## src/rtl/ebus_wait_pkg.sv

```systemverilog
package ebus_wait_pkg;
   typedef enum logic {
      ST_IDLE   = 1'b0,
      ST_ACTIVE = 1'b1
   } ebus_state_e;
endpackage

```

## src/rtl/ebus_ack_sync.sv

```systemverilog
module ebus_ack_sync #(
   parameter int STAGES = 2
) (
   input  logic clk,
   input  logic rst_n,
   input  logic ack_n_async,
   output logic ack_sync
);
   localparam int LAST = STAGES - 1;

   if (STAGES < 2) begin : g_bad_stages
      $error("ebus_ack_sync: STAGES must be at least 2");
   end

   logic [LAST:0] chain;

   for (genvar i = 0; i < STAGES; i++) begin : g_stage
      if (i == 0) begin : g_first
         always_ff @(posedge clk or negedge rst_n) begin
            if (!rst_n) chain[0] <= 1'b0;
            else        chain[0] <= ~ack_n_async;
         end
      end else begin : g_next
         always_ff @(posedge clk or negedge rst_n) begin
            if (!rst_n) chain[i] <= 1'b0;
            else        chain[i] <= chain[i-1];
         end
      end
   end

   assign ack_sync = chain[LAST];
endmodule

```

## src/rtl/ebus_ws_counter.sv

```systemverilog
module ebus_ws_counter #(
   parameter int WS_W = 4
) (
   input  logic            clk,
   input  logic            rst_n,
   input  logic            load,
   input  logic [WS_W-1:0] ws_in,
   input  logic            step,
   output logic            cnt_zero,
   output logic            ws_zero
);
   localparam logic [WS_W-1:0] ONE = {{(WS_W-1){1'b0}}, 1'b1};

   if (WS_W < 1 || WS_W > 16) begin : g_bad_width
      $error("ebus_ws_counter: WS_W must be 1..16");
   end

   logic [WS_W-1:0] cnt;
   logic            zero_lat;

   always_ff @(posedge clk or negedge rst_n) begin
      if (!rst_n) begin
         cnt      <= '0;
         zero_lat <= 1'b1;
      end else if (load) begin
         cnt      <= ws_in;
         zero_lat <= (ws_in == '0);
      end else if (step && cnt != '0) begin
         cnt <= cnt - ONE;
      end
   end

   assign cnt_zero = (cnt == '0);
   assign ws_zero  = zero_lat;
endmodule

```

## src/rtl/ebus_cycle_fsm.sv

```systemverilog
module ebus_cycle_fsm
   import ebus_wait_pkg::*;
#(
   parameter int ADDR_W = 18,
   parameter int DATA_W = 24
) (
   input  logic              clk,
   input  logic              rst_n,
   input  logic              req_valid,
   input  logic              req_write,
   input  logic [ADDR_W-1:0] req_addr,
   input  logic [DATA_W-1:0] req_wdata,
   input  logic              bus_owner,
   input  logic              ack_sync,
   input  logic              cnt_zero,
   input  logic              ws_zero,
   input  logic [DATA_W-1:0] ext_rdata,
   output logic              req_ready,
   output logic              accept,
   output logic              cyc_active,
   output logic [ADDR_W-1:0] ext_addr,
   output logic [DATA_W-1:0] ext_wdata,
   output logic              ext_data_oe,
   output logic              ext_rd_n,
   output logic              ext_wr_n,
   output logic [DATA_W-1:0] rsp_rdata,
   output logic              rsp_done
);
   ebus_state_e state;
   logic        finish;
   logic        ack_ok;

   assign req_ready  = (state == ST_IDLE) && bus_owner;
   assign accept     = req_ready && req_valid;
   assign cyc_active = (state == ST_ACTIVE);
   assign ack_ok     = ack_sync && bus_owner;
   assign finish     = cyc_active && cnt_zero && (ws_zero || ack_ok);

   always_ff @(posedge clk or negedge rst_n) begin
      if (!rst_n) begin
         state       <= ST_IDLE;
         ext_addr    <= '0;
         ext_wdata   <= '0;
         ext_data_oe <= 1'b0;
         ext_rd_n    <= 1'b1;
         ext_wr_n    <= 1'b1;
         rsp_rdata   <= '0;
         rsp_done    <= 1'b0;
      end else begin
         rsp_done <= 1'b0;
         unique case (state)
            ST_IDLE: begin
               if (accept) begin
                  state       <= ST_ACTIVE;
                  ext_addr    <= req_addr;
                  ext_wdata   <= req_wdata;
                  ext_data_oe <= req_write;
                  ext_rd_n    <= req_write;
                  ext_wr_n    <= ~req_write;
               end
            end
            ST_ACTIVE: begin
               if (finish) begin
                  state       <= ST_IDLE;
                  ext_data_oe <= 1'b0;
                  ext_rd_n    <= 1'b1;
                  ext_wr_n    <= 1'b1;
                  rsp_done    <= 1'b1;
                  if (!ext_data_oe) rsp_rdata <= ext_rdata;
               end
            end
            default: state <= ST_IDLE;
         endcase
      end
   end
endmodule

```

## src/rtl/ebus_wait_ctl.sv

```systemverilog
module ebus_wait_ctl #(
   parameter int ADDR_W      = 18,
   parameter int DATA_W      = 24,
   parameter int WS_W        = 4,
   parameter int SYNC_STAGES = 2
) (
   input  logic              clk,
   input  logic              rst_n,
   input  logic              req_valid,
   output logic              req_ready,
   input  logic              req_write,
   input  logic [ADDR_W-1:0] req_addr,
   input  logic [DATA_W-1:0] req_wdata,
   input  logic [WS_W-1:0]   ws_count,
   input  logic              bus_owner,
   input  logic              ack_n,
   output logic [ADDR_W-1:0] ext_addr,
   output logic [DATA_W-1:0] ext_wdata,
   output logic              ext_data_oe,
   input  logic [DATA_W-1:0] ext_rdata,
   output logic              ext_rd_n,
   output logic              ext_wr_n,
   output logic [DATA_W-1:0] rsp_rdata,
   output logic              rsp_done
);
   if (ADDR_W < 1 || DATA_W < 1) begin : g_bad_bus
      $error("ebus_wait_ctl: ADDR_W and DATA_W must be positive");
   end

   logic ack_sync;
   logic cnt_zero;
   logic ws_zero;
   logic accept;
   logic cyc_active;

   ebus_ack_sync #(.STAGES(SYNC_STAGES)) sync_i (
      .clk         (clk),
      .rst_n       (rst_n),
      .ack_n_async (ack_n),
      .ack_sync    (ack_sync)
   );

   ebus_ws_counter #(.WS_W(WS_W)) cnt_i (
      .clk      (clk),
      .rst_n    (rst_n),
      .load     (accept),
      .ws_in    (ws_count),
      .step     (cyc_active),
      .cnt_zero (cnt_zero),
      .ws_zero  (ws_zero)
   );

   ebus_cycle_fsm #(.ADDR_W(ADDR_W), .DATA_W(DATA_W)) fsm_i (
      .clk         (clk),
      .rst_n       (rst_n),
      .req_valid   (req_valid),
      .req_write   (req_write),
      .req_addr    (req_addr),
      .req_wdata   (req_wdata),
      .bus_owner   (bus_owner),
      .ack_sync    (ack_sync),
      .cnt_zero    (cnt_zero),
      .ws_zero     (ws_zero),
      .ext_rdata   (ext_rdata),
      .req_ready   (req_ready),
      .accept      (accept),
      .cyc_active  (cyc_active),
      .ext_addr    (ext_addr),
      .ext_wdata   (ext_wdata),
      .ext_data_oe (ext_data_oe),
      .ext_rd_n    (ext_rd_n),
      .ext_wr_n    (ext_wr_n),
      .rsp_rdata   (rsp_rdata),
      .rsp_done    (rsp_done)
   );
endmodule

```

## config.mk

```make
export PLATFORM = sky130hd
export DESIGN_NAME = ebus_wait_ctl
export DESIGN_NICKNAME = d
export VERILOG_FILES = /design/src/rtl/ebus_wait_pkg.sv /design/src/rtl/ebus_ack_sync.sv /design/src/rtl/ebus_ws_counter.sv /design/src/rtl/ebus_cycle_fsm.sv /design/src/rtl/ebus_wait_ctl.sv
export SDC_FILE = /design/constraint.sdc
export NUM_CORES = 1
export LEC_CHECK = 0
export ABC_AREA = 1
export ABC_CLOCK_PERIOD_IN_PS = 1500
export BUFFER_PORTS_ARGS = -buffer_cell sky130_fd_sc_hd__buf_2
export CORE_MARGIN = 5
export CORE_UTILIZATION = 44
export CTS_BUF_LIST = sky130_fd_sc_hd__clkbuf_4 sky130_fd_sc_hd__clkbuf_8
export CTS_CLUSTER_SIZE = 25
export DETAILED_ROUTE_END_ITERATION = 10
export PLACE_DENSITY = 0.75
export SLEW_MARGIN = 20
export SYNTH_ARGS = -nofsm -noshare
export SYNTH_HDL_FRONTEND = slang
export SYNTH_HIERARCHICAL = 1
export SYNTH_SLANG_ARGS = --single-unit
export TNS_END_PERCENT = 10
```

## constraint.sdc

```tcl
create_clock -name clk -period 1.5 [get_ports clk]
set_clock_uncertainty 0.05 [all_clocks]
set_input_delay 0.225 -clock clk [delete_from_list [all_inputs] [get_ports clk]]
set_output_delay 0.225 -clock clk [all_outputs]
set_load 0.02 [all_outputs]
```

==> qor_table.md, run 1 <==
| Step | Quantity | Reported |
| --- | --- | --- |
| die | Vertical die dimension | 95.7 um |
| logic synthesis | Number of distinct library cells after synthesis | 22 |
| run status | Run status | finished clean |
| die | Top-Level Pins | 147 |
| clock tree | CTS root buf | sky130_fd_sc_hd__clkbuf_8 |
| global route | All-layer global routing usage | 19.5% |
| timing | Share of the clock period used by the worst path after layout | 97.6% |
| clock tree | Number of buffers created by CTS | 9 |
| final layout | Final design area excluding fillers | 4490 um^2 |
| routing | Routed wire length per instance | 13.6 um |
| logic synthesis | Mean instance size in the synthesized netlist | 8.71 um^2 |
| final layout | Share of cells above drive strength 1 | 39.7% |
| worst setup path | CP endpoint kind | flip-flop |
| worst setup path | Buffers and inverters on the worst path | 4 |
| global route | Pin count of the biggest net entering global routing | 79 |
| final layout | Post-layout net count | 611 |
| final layout | Area growth from synthesis to layout | 38.8% |
| routing | Total via count in the routed design | 3,041 |
| clock tree | Total clock sinks | 78 |
| routing | Number of nets with antenna violations after detailed routing | 0 |
| clock tree | Clk buf depth | 2 |
| routing | Total iterations of the first detailed-routing run | 5 |
| placement | Placed standard-cell area | 4090 um^2 |
| timing | Final hold violations | 0 |
| routing | Total detailed-routing wirelength | 8.66 mm |
| final layout | Most common library cell in the layout ignoring fill and taps | sky130_fd_sc_hd__nand2_1 |
| worst setup path | Cell with the largest stage delay on the worst path | sky130_fd_sc_hd__dfrtp_1 |
| die | Core footprint | 7210 um^2 |
| worst setup path | CP Launch Point | cnt_i/cnt[0] |
| final layout | Layout Cells excl Fill | 638 |
| timing | Fmax | 683 MHz |
| power | Pwr dens | 2140 nW/um^2 |
| logic synthesis | Count of yosys warnings during synthesis | 6 |
| worst setup path | List of cells traversed by the critical path | inv_2 -> ha_4 -> nand2_4 -> inv_2 -> nand2_2 -> inv_4 -> buf_4 -> nand3_4 -> nand2_2 -> nand2_1 |
| worst setup path | Startpoint types | flip-flop |
| global route | First-pass GRT wire length | 13.8 mm |
| timing | Unrepaired setup endpoints after global routing | true |
| final layout | Sequential Area | 1960 um^2 |
| power | Reported leakage power | 2.59 nW |
| die | Die Wd | 95.7 um |
| worst setup path | Class of the most critical setup path | reg2reg |
| timing | Transition at the pin with the smallest max-transition slack | 0.414 ns |
| placement | Post-placement cell count | 608 |
| logic synthesis | Netlist area before placement | 3230 um^2 |
| logic synthesis | Post-Syn Nets | 448 |
| die | Effective utilization at floorplan | 44.8% |
| placement | Detailed-placement wirelength estimate | 5.64 mm |
| global route | Vias in the first global route | 3,010 |
| timing | Post-route minimum period | 1.46 ns |
| logic synthesis | Number of synthesized register bits | 78 |
| placement | Placer Congestion | 0.753 |
| clock tree | Clock transition at the registers of the reported paths | 0.08 ns |
| routing | DRC marker count from the first detailed-route iteration | 136 |
| die | Number of cell rows | 31 |
| routing | # DRC | 0 |
| final layout | Final-layout fill cell count | 632 |
| power | Worst IR Drop VDD | 1.10 mV |
| final layout | Area used by multi-input combinational logic | 1200 um^2 |
| worst setup path | Required time reported for the critical path endpoint | 1.68 ns |
| final layout | Final antenna diode count | 0 |
| worst setup path | Worst-path maximum fanout | 6 |
| timing | Final max-slew violation count | 0 |
| final layout | Commonest cells after routing, fill and taps aside | sky130_fd_sc_hd__nand2_1, sky130_fd_sc_hd__buf_2, sky130_fd_sc_hd__dfrtp_1 |
| worst setup path | Delay of the slowest cell on the worst path | 0.41 ns |
| logic synthesis | Post-Syn Instances | 371 |
| flow run | Max capacitance violation total | 0 |
| clock tree | Clock latency reported for the late side of the worst-skew pair | 0.34 ns |
| worst hold path | Hold Crit Class | in2reg |
| clock tree | Clock tree from TritonCTS | built |
| placement | I/O Buffers | 146 |
| clock tree | Total number of H-tree levels | 3 |
| die | Area enclosed by the die boundary | 9160 um^2 |
| worst setup path | Kind of cell with the highest combined delay on the critical path | flip-flops |
| routing | Average via count per standard cell | 4.77 |
| worst setup path | Crit Reg-Reg Startpoint | cnt_i/cnt[0] |
| timing | Worst-case headroom to the max-slew limit | 72.4% |
| worst hold path | Origin of the worst min-delay path | req_wdata[3] |
| worst setup path | CP Data Arrival Time | 1.64 ns |
| global route | Overflow after GRT | 0 |
| logic synthesis | Proportion of synthesized chip area in sequential cells | 60.5% |
| global route | Antenna violations before repair | 0 |
| timing | Number of endpoints failing setup at the final stage | 0 |
## state kept, by name (all words and copies together) (netlist names)
signal,cells
fsm_i/ext_wdata,24
fsm_i/ext_wr_n,1
sync_i/chain,1
fsm_i/rsp_rdata,24
fsm_i/ext_rd_n,1
sync_i/ack_sync,1
cnt_i/ws_zero,1
cnt_i/cnt,4
fsm_i/rsp_done,1
fsm_i/cyc_active,1
fsm_i/ext_data_oe,1
fsm_i/ext_addr,18
## report_power, final
group | switching [mW] | internal, mW
Sequential | 0.549 | 3.09
Clock | 0.761 | 0.690
Combinational | 2.86 | 1.65
Total | 4.17 | 5.43
## synth_stat cells, drive strengths merged
| cell | instances | area, um^2 |
|---|---|---|
| buf | 16 | 111 |
| clkbuf | 2 | 7.51 |
| dfrtp | 75 | 1880 |
| dfstp | 3 | 78.8 |
| ha | 1 | 12.5 |
| inv | 16 | 62.6 |
| nand2 | 214 | 816 |
| nand3 | 8 | 52.6 |
| nand3b | 2 | 15.0 |
| nand4 | 24 | 150 |
| nor2 | 7 | 33.8 |
| o21ai | 2 | 10.0 |
| or2 | 1 | 6.26 |
## cells by family after synthesis
group | count (synthesis) | share of synthesized area, %
AND/OR/NAND/NOR | 256 | 33.2
AO/OA/AOI/OAI | 2 | 0.309
flip-flops | 78 | 60.5
adder cells (fa/ha/maj) | 1 | 0.387
buffers and inverters | 34 | 5.61
## area by class of cell
type,count,area share [%]
Sequential cell,78,43.6
Multi-Input combinational cell,262,26.7
Timing Repair Buffer,167,21.3
Clock buffer,12,3.40
Tap cell,99,2.76
Inverter,16,1.53
Clock inverter,4,0.697
## per-stage QoR
| step | total power, mW | setup WS (ns) | hold slack (ns) | setup TNS [ns] | utilization [%] |
|---|---|---|---|---|---|
| CTS | 9.53 | 0.00826 | 0.000892 | 0 | 61.5 |
| global route | 10.3 | -0.0490 | 0.00597 | -0.610 | 62.2 |
| global placement | 7.62 | -0.0428 | 0.229 | -0.937 | 56.7 |
| floorplan | 6.22 | 0.00396 | -0.121 | 0 | - |
| detailed placement | 7.73 | -0.122 | 0.232 | -2.55 | 56.7 |
| finish | 9.59 | 0.0353 | 0.0244 | 0 | 62.2 |
## worst paths after layout
kind	endpoint	slack (ns)	cells after the start
worst max-delay path	fsm_i/rsp_rdata[22]	0.04	10
worst min-delay path	fsm_i/ext_wdata[3]	0.02	3
worst max register to register	fsm_i/rsp_rdata[22]	0.04	10
worst min register to register	sync_i/ack_sync	0.31	0
max in group asynchronous	fsm_i/ext_rd_n	0.61	3
min in group asynchronous	fsm_i/rsp_rdata[6]	0.43	3
## tightest hold or removal path: stages
cell,delay [ns]
sky130_fd_sc_hd__buf_2,0.07
sky130_fd_sc_hd__nand2_1,0.04
sky130_fd_sc_hd__nand2_1,0.04
## routing by layer
layer	wire length [um]	share of wire [%]	up-vias	global-route usage, %
met5	0	0	-	0
met2	4170	48	154	31.7
met3	783	9.0	14	5.00
li1	-	-	1489	-
met4	104	1.2	0	7.82
met1	3600	42	1384	24.9
## what timing repair did
| action | in CTS | in global routing |
|---|---|---|
| gates cloned | 4 | 0 |
| hold buffers | 2 | 0 |
| hold endpoints to repair | 76 | 0 |
| pin swaps | 1 | 4 |
| gates resized for setup | 10 | 13 |
| buffers inserted | 5 | 3 |
| endpoints found under the setup margin | 28 | 28 |
Note: power is estimated with default switching activity, not from simulation.
==> inputs of run 2 (changes only) <==
ABC_AREA = not set   (was 1)
CORE_UTILIZATION = 43   (was 44)
PLACE_DENSITY = 0.74   (was 0.75)
==> qor_table.md, run 2 <==
| Step | Quantity | Reported |
| --- | --- | --- |
| power | Reported leakage power | 2.23 nW |
| run status | Violations in the final reports | setup timing |
| worst hold path | WHS Path Cells | 2 |
| routing | Routed wire length per instance | 15.1 um |
| logic synthesis | Number of distinct library cells after synthesis | 35 |
| logic synthesis | Share of Yosys cell area claimed by the top area cell type | 61.0% |
| die | Core footprint | 6870 um^2 |
| clock tree | Number of buffers created by CTS | 9 |
| routing | Total via count in the routed design | 2,233 |
| worst hold path | Origin of the worst min-delay path | ext_rdata[22] |
| worst setup path | RR Endpoint | fsm_i/rsp_rdata[20] |
| timing | Unrepaired setup endpoints after global routing | true |
| logic synthesis | Proportion of synthesized chip area in sequential cells | 63.6% |
| logic synthesis | Post-Syn Instances | 199 |
| logic synthesis | Synth area leaders | sky130_fd_sc_hd__dfrtp_1, sky130_fd_sc_hd__mux2_2, sky130_fd_sc_hd__dfstp_2 |
| final layout | Post-layout net count | 443 |
| power | Pwr dens | 2110 nW/um^2 |
| timing | Setup TNS | -8.00 ns |
| logic synthesis | Most numerous cell types in the synthesized netlist | sky130_fd_sc_hd__dfrtp_1, sky130_fd_sc_hd__mux2_2, sky130_fd_sc_hd__inv_1, sky130_fd_sc_hd__nand2_1, sky130_fd_sc_hd__buf_4 |
| logic synthesis | Number of synthesized register bits | 78 |
| final layout | Share of cells above drive strength 1 | 69.0% |
| die | Top-Level Pins | 147 |
| logic synthesis | Count of yosys warnings during synthesis | 6 |
| timing | Fmax | 541 MHz |
| final layout | Registers with the most flip-flops | fsm_i/ext_wdata x24, fsm_i/rsp_rdata x24, fsm_i/ext_addr x18 |
| power | Overall power consumption | 9.06 mW |
| global route | Vias in the first global route | 2,415 |
| routing | Total detailed-routing wirelength | 7.05 mm |
| logic synthesis | Mean instance size in the synthesized netlist | 15.5 um^2 |
| logic synthesis | Count leader, synth | sky130_fd_sc_hd__dfrtp_1 |
| final layout | Commonest cells after routing, fill and taps aside | sky130_fd_sc_hd__buf_2, sky130_fd_sc_hd__dfrtp_1, sky130_fd_sc_hd__mux2_2 |
| global route | Pin count of the biggest net entering global routing | 34 |
| logic synthesis | Share of synthesized registers carrying an async set or reset | 100% |
| global route | First-pass GRT wire length | 11.3 mm |
| worst setup path | Slack of the worst reg-to-reg path | -0.35 ns |
| run status | Run status | complete, but fails checks |
| timing | Number of endpoints failing setup at the final stage | 26 |
| routing | Number of nets with antenna violations after detailed routing | 0 |
| clock tree | Clk buf depth | 2 |
| clock tree | CTS root buf | sky130_fd_sc_hd__clkbuf_8 |
| logic synthesis | Netlist area before placement | 3080 um^2 |
| global route | All-layer global routing usage | 16.4% |
| worst setup path | CP endpoint kind | flip-flop |
| routing | DRC marker count from the first detailed-route iteration | 42 |
| routing | # DRC | 0 |
| timing | Worst-case hold slack | 0.0609 ns |
| logic synthesis | Dominant cell type by area after synthesis | sky130_fd_sc_hd__dfrtp_1 |
| die | Vertical die dimension | 94.6 um |
| final layout | Most common library cell in the layout ignoring fill and taps | sky130_fd_sc_hd__buf_2 |
| worst hold path | Hold Crit Class | in2reg |
| worst setup path | Required time reported for the critical path endpoint | 1.66 ns |
| timing | Final hold violations | 0 |
| placement | Setup Slack @ Placement | -0.301 ns |
| final layout | Area growth from synthesis to layout | 39.7% |
| timing | Final max-slew violation count | 0 |
| clock tree | Clock transition at the registers of the reported paths | 0.07 ns |
| clock tree | Clock latency reported for the late side of the worst-skew pair | 0.34 ns |
| die | Area enclosed by the die boundary | 8950 um^2 |
| placement | Detailed-placement wirelength estimate | 5.46 mm |
| placement | Placer Congestion | 0.791 |
| worst setup path | CP Data Arrival Time | 2.01 ns |
| routing | Average via count per standard cell | 4.77 |
| power | Worst IR Drop VDD | 1.08 mV |
| die | Effective utilization at floorplan | 44.8% |
| placement | I/O Buffers | 146 |
| worst setup path | Depth of the most critical reg-to-reg path | 7 |
| worst setup path | Crit Reg-Reg Startpoint | cnt_i/cnt[1] |
| die | Number of cell rows | 30 |
| routing | Total iterations of the first detailed-routing run | 4 |
| final layout | Final-layout fill cell count | 556 |
| logic synthesis | Post-Syn Nets | 276 |
| worst hold path | Hold worst-path end | fsm_i/rsp_rdata[22] |
| clock tree | Post-CTS Setup Bufs | 0 |
| clock tree | Total number of H-tree levels | 3 |
| timing | Share of the clock period used by the worst path after layout | 123% |
| timing | Transition at the pin with the smallest max-transition slack | 0.412 ns |
| global route | Overflow after GRT | 0 |
| global route | Antenna violations before repair | 0 |
| worst setup path | Worst-path maximum fanout | 24 |
| timing | Worst Setup Slack, final | -0.348 ns |
| timing | Post-route minimum period | 1.85 ns |
| timing | Worst-case headroom to the max-slew limit | 72.5% |
| worst setup path | Startpoint types | flip-flop |
| die | Die Wd | 94.6 um |
| logic synthesis | Top flip-flop cell by instance count after synthesis | sky130_fd_sc_hd__dfrtp_1 |
| clock tree | Total clock sinks | 78 |
| worst setup path | Class of the most critical setup path | reg2reg |
| clock tree | Clock tree from TritonCTS | built |
| logic synthesis | Count of flip-flops with a built-in enable after synthesis | 0 |
| flow run | Max capacitance violation total | 0 |
## run 2: cell types whose count changed after synthesis, moves of 3 or more
cell and change:
sky130_fd_sc_hd__nor2_2 -3, sky130_fd_sc_hd__inv_1 -7, sky130_fd_sc_hd__buf_2 -7, sky130_fd_sc_hd__nand2_1 -205
sky130_fd_sc_hd__nand3_1 -6, sky130_fd_sc_hd__nand4_1 -23, sky130_fd_sc_hd__a21oi_1 +4, sky130_fd_sc_hd__mux2_2 +65
## run 2: report_power, final
part	switching, mW	internal (mW)
clock	0.703	1.02
sequential	0.462	3.04
combinational	2.11	1.73
total	3.28	5.78
## run 2: metal layers
metal / vias up / global-route usage (%) / wire length [um]
li1: 1039 / - / -
met1: 1066 / 18.6 / 2710
met2: 118 / 27.1 / 3300
met3: 10 / 7.65 / 954
met4: 0 / 6.13 / 93
met5: - / 0 / 0
## run 2: how the worst max path moves through the flow
stage	start	to	slack, ns	depth (start not counted)
3_3_place_gp	cnt_i/cnt[1]	fsm_i/rsp_rdata[12]	-0.24	7
2_1_floorplan	cnt_i/cnt[0]	fsm_i/rsp_rdata[10]	-0.44	7
3_5_place_dp	cnt_i/cnt[0]	fsm_i/rsp_rdata[9]	-0.30	7
5_1_grt	cnt_i/cnt[1]	fsm_i/rsp_rdata[20]	-0.44	7
4_1_cts	cnt_i/cnt[1]	fsm_i/rsp_rdata[20]	-0.33	7
6_report	cnt_i/cnt[1]	fsm_i/rsp_rdata[20]	-0.35	7
## run 2: layout make-up
type	instances	area, um^2	area share, %
timing repair buffer	164	925	21.5
multi-input combinational	107	1050	24.4
sequential	78	1960	45.5
inverter	6	22.5	0.524
clock buffer	12	153	3.55
tap	96	120	2.79
clock inverter	4	70.1	1.63
antenna	1	2.50	0.0582
## run 2: stage by stage
step / std cells / instance area (um^2) / utilization (%)
6_report: 468 / 4300 / 62.6
3_3_place_gp: 449 / 4030 / 58.7
3_5_place_dp: 449 / 4030 / 58.7
5_1_grt: 467 / 4300 / 62.6
2_1_floorplan: 199 / 3090 / -
4_1_cts: 467 / 4290 / 62.5
## run 2: timing repair
action / 4_1_cts / 5_1_grt
cloned: 0 / 0
resized for setup: 6 / 1
pin swaps: 1 / 0
hold buffers: 2 / 0
setup endpoints to repair: 27 / 44
endpoints found under the hold margin: 20 / 0
## run 2: cells by family after synthesis
logic type	Yosys count	synth area share [%]
AO/OA/AOI/OAI	15	3.42
adder cells (fa/ha/maj)	1	0.407
AND/OR/NAND/NOR	24	5.25
multiplexers	67	24.5
flip-flops	78	63.6
buffers and inverters	14	2.85
## run 2: worst max-delay path, cell delays in order (launching register included)
cell	delay, ns
sky130_fd_sc_hd__dfrtp_1	0.38
sky130_fd_sc_hd__inv_1	0.06
sky130_fd_sc_hd__ha_2	0.18
sky130_fd_sc_hd__nor3b_4	0.22
sky130_fd_sc_hd__nand2_2	0.11
sky130_fd_sc_hd__nor3_4	0.16
sky130_fd_sc_hd__buf_12	0.20
sky130_fd_sc_hd__mux2_2	0.35
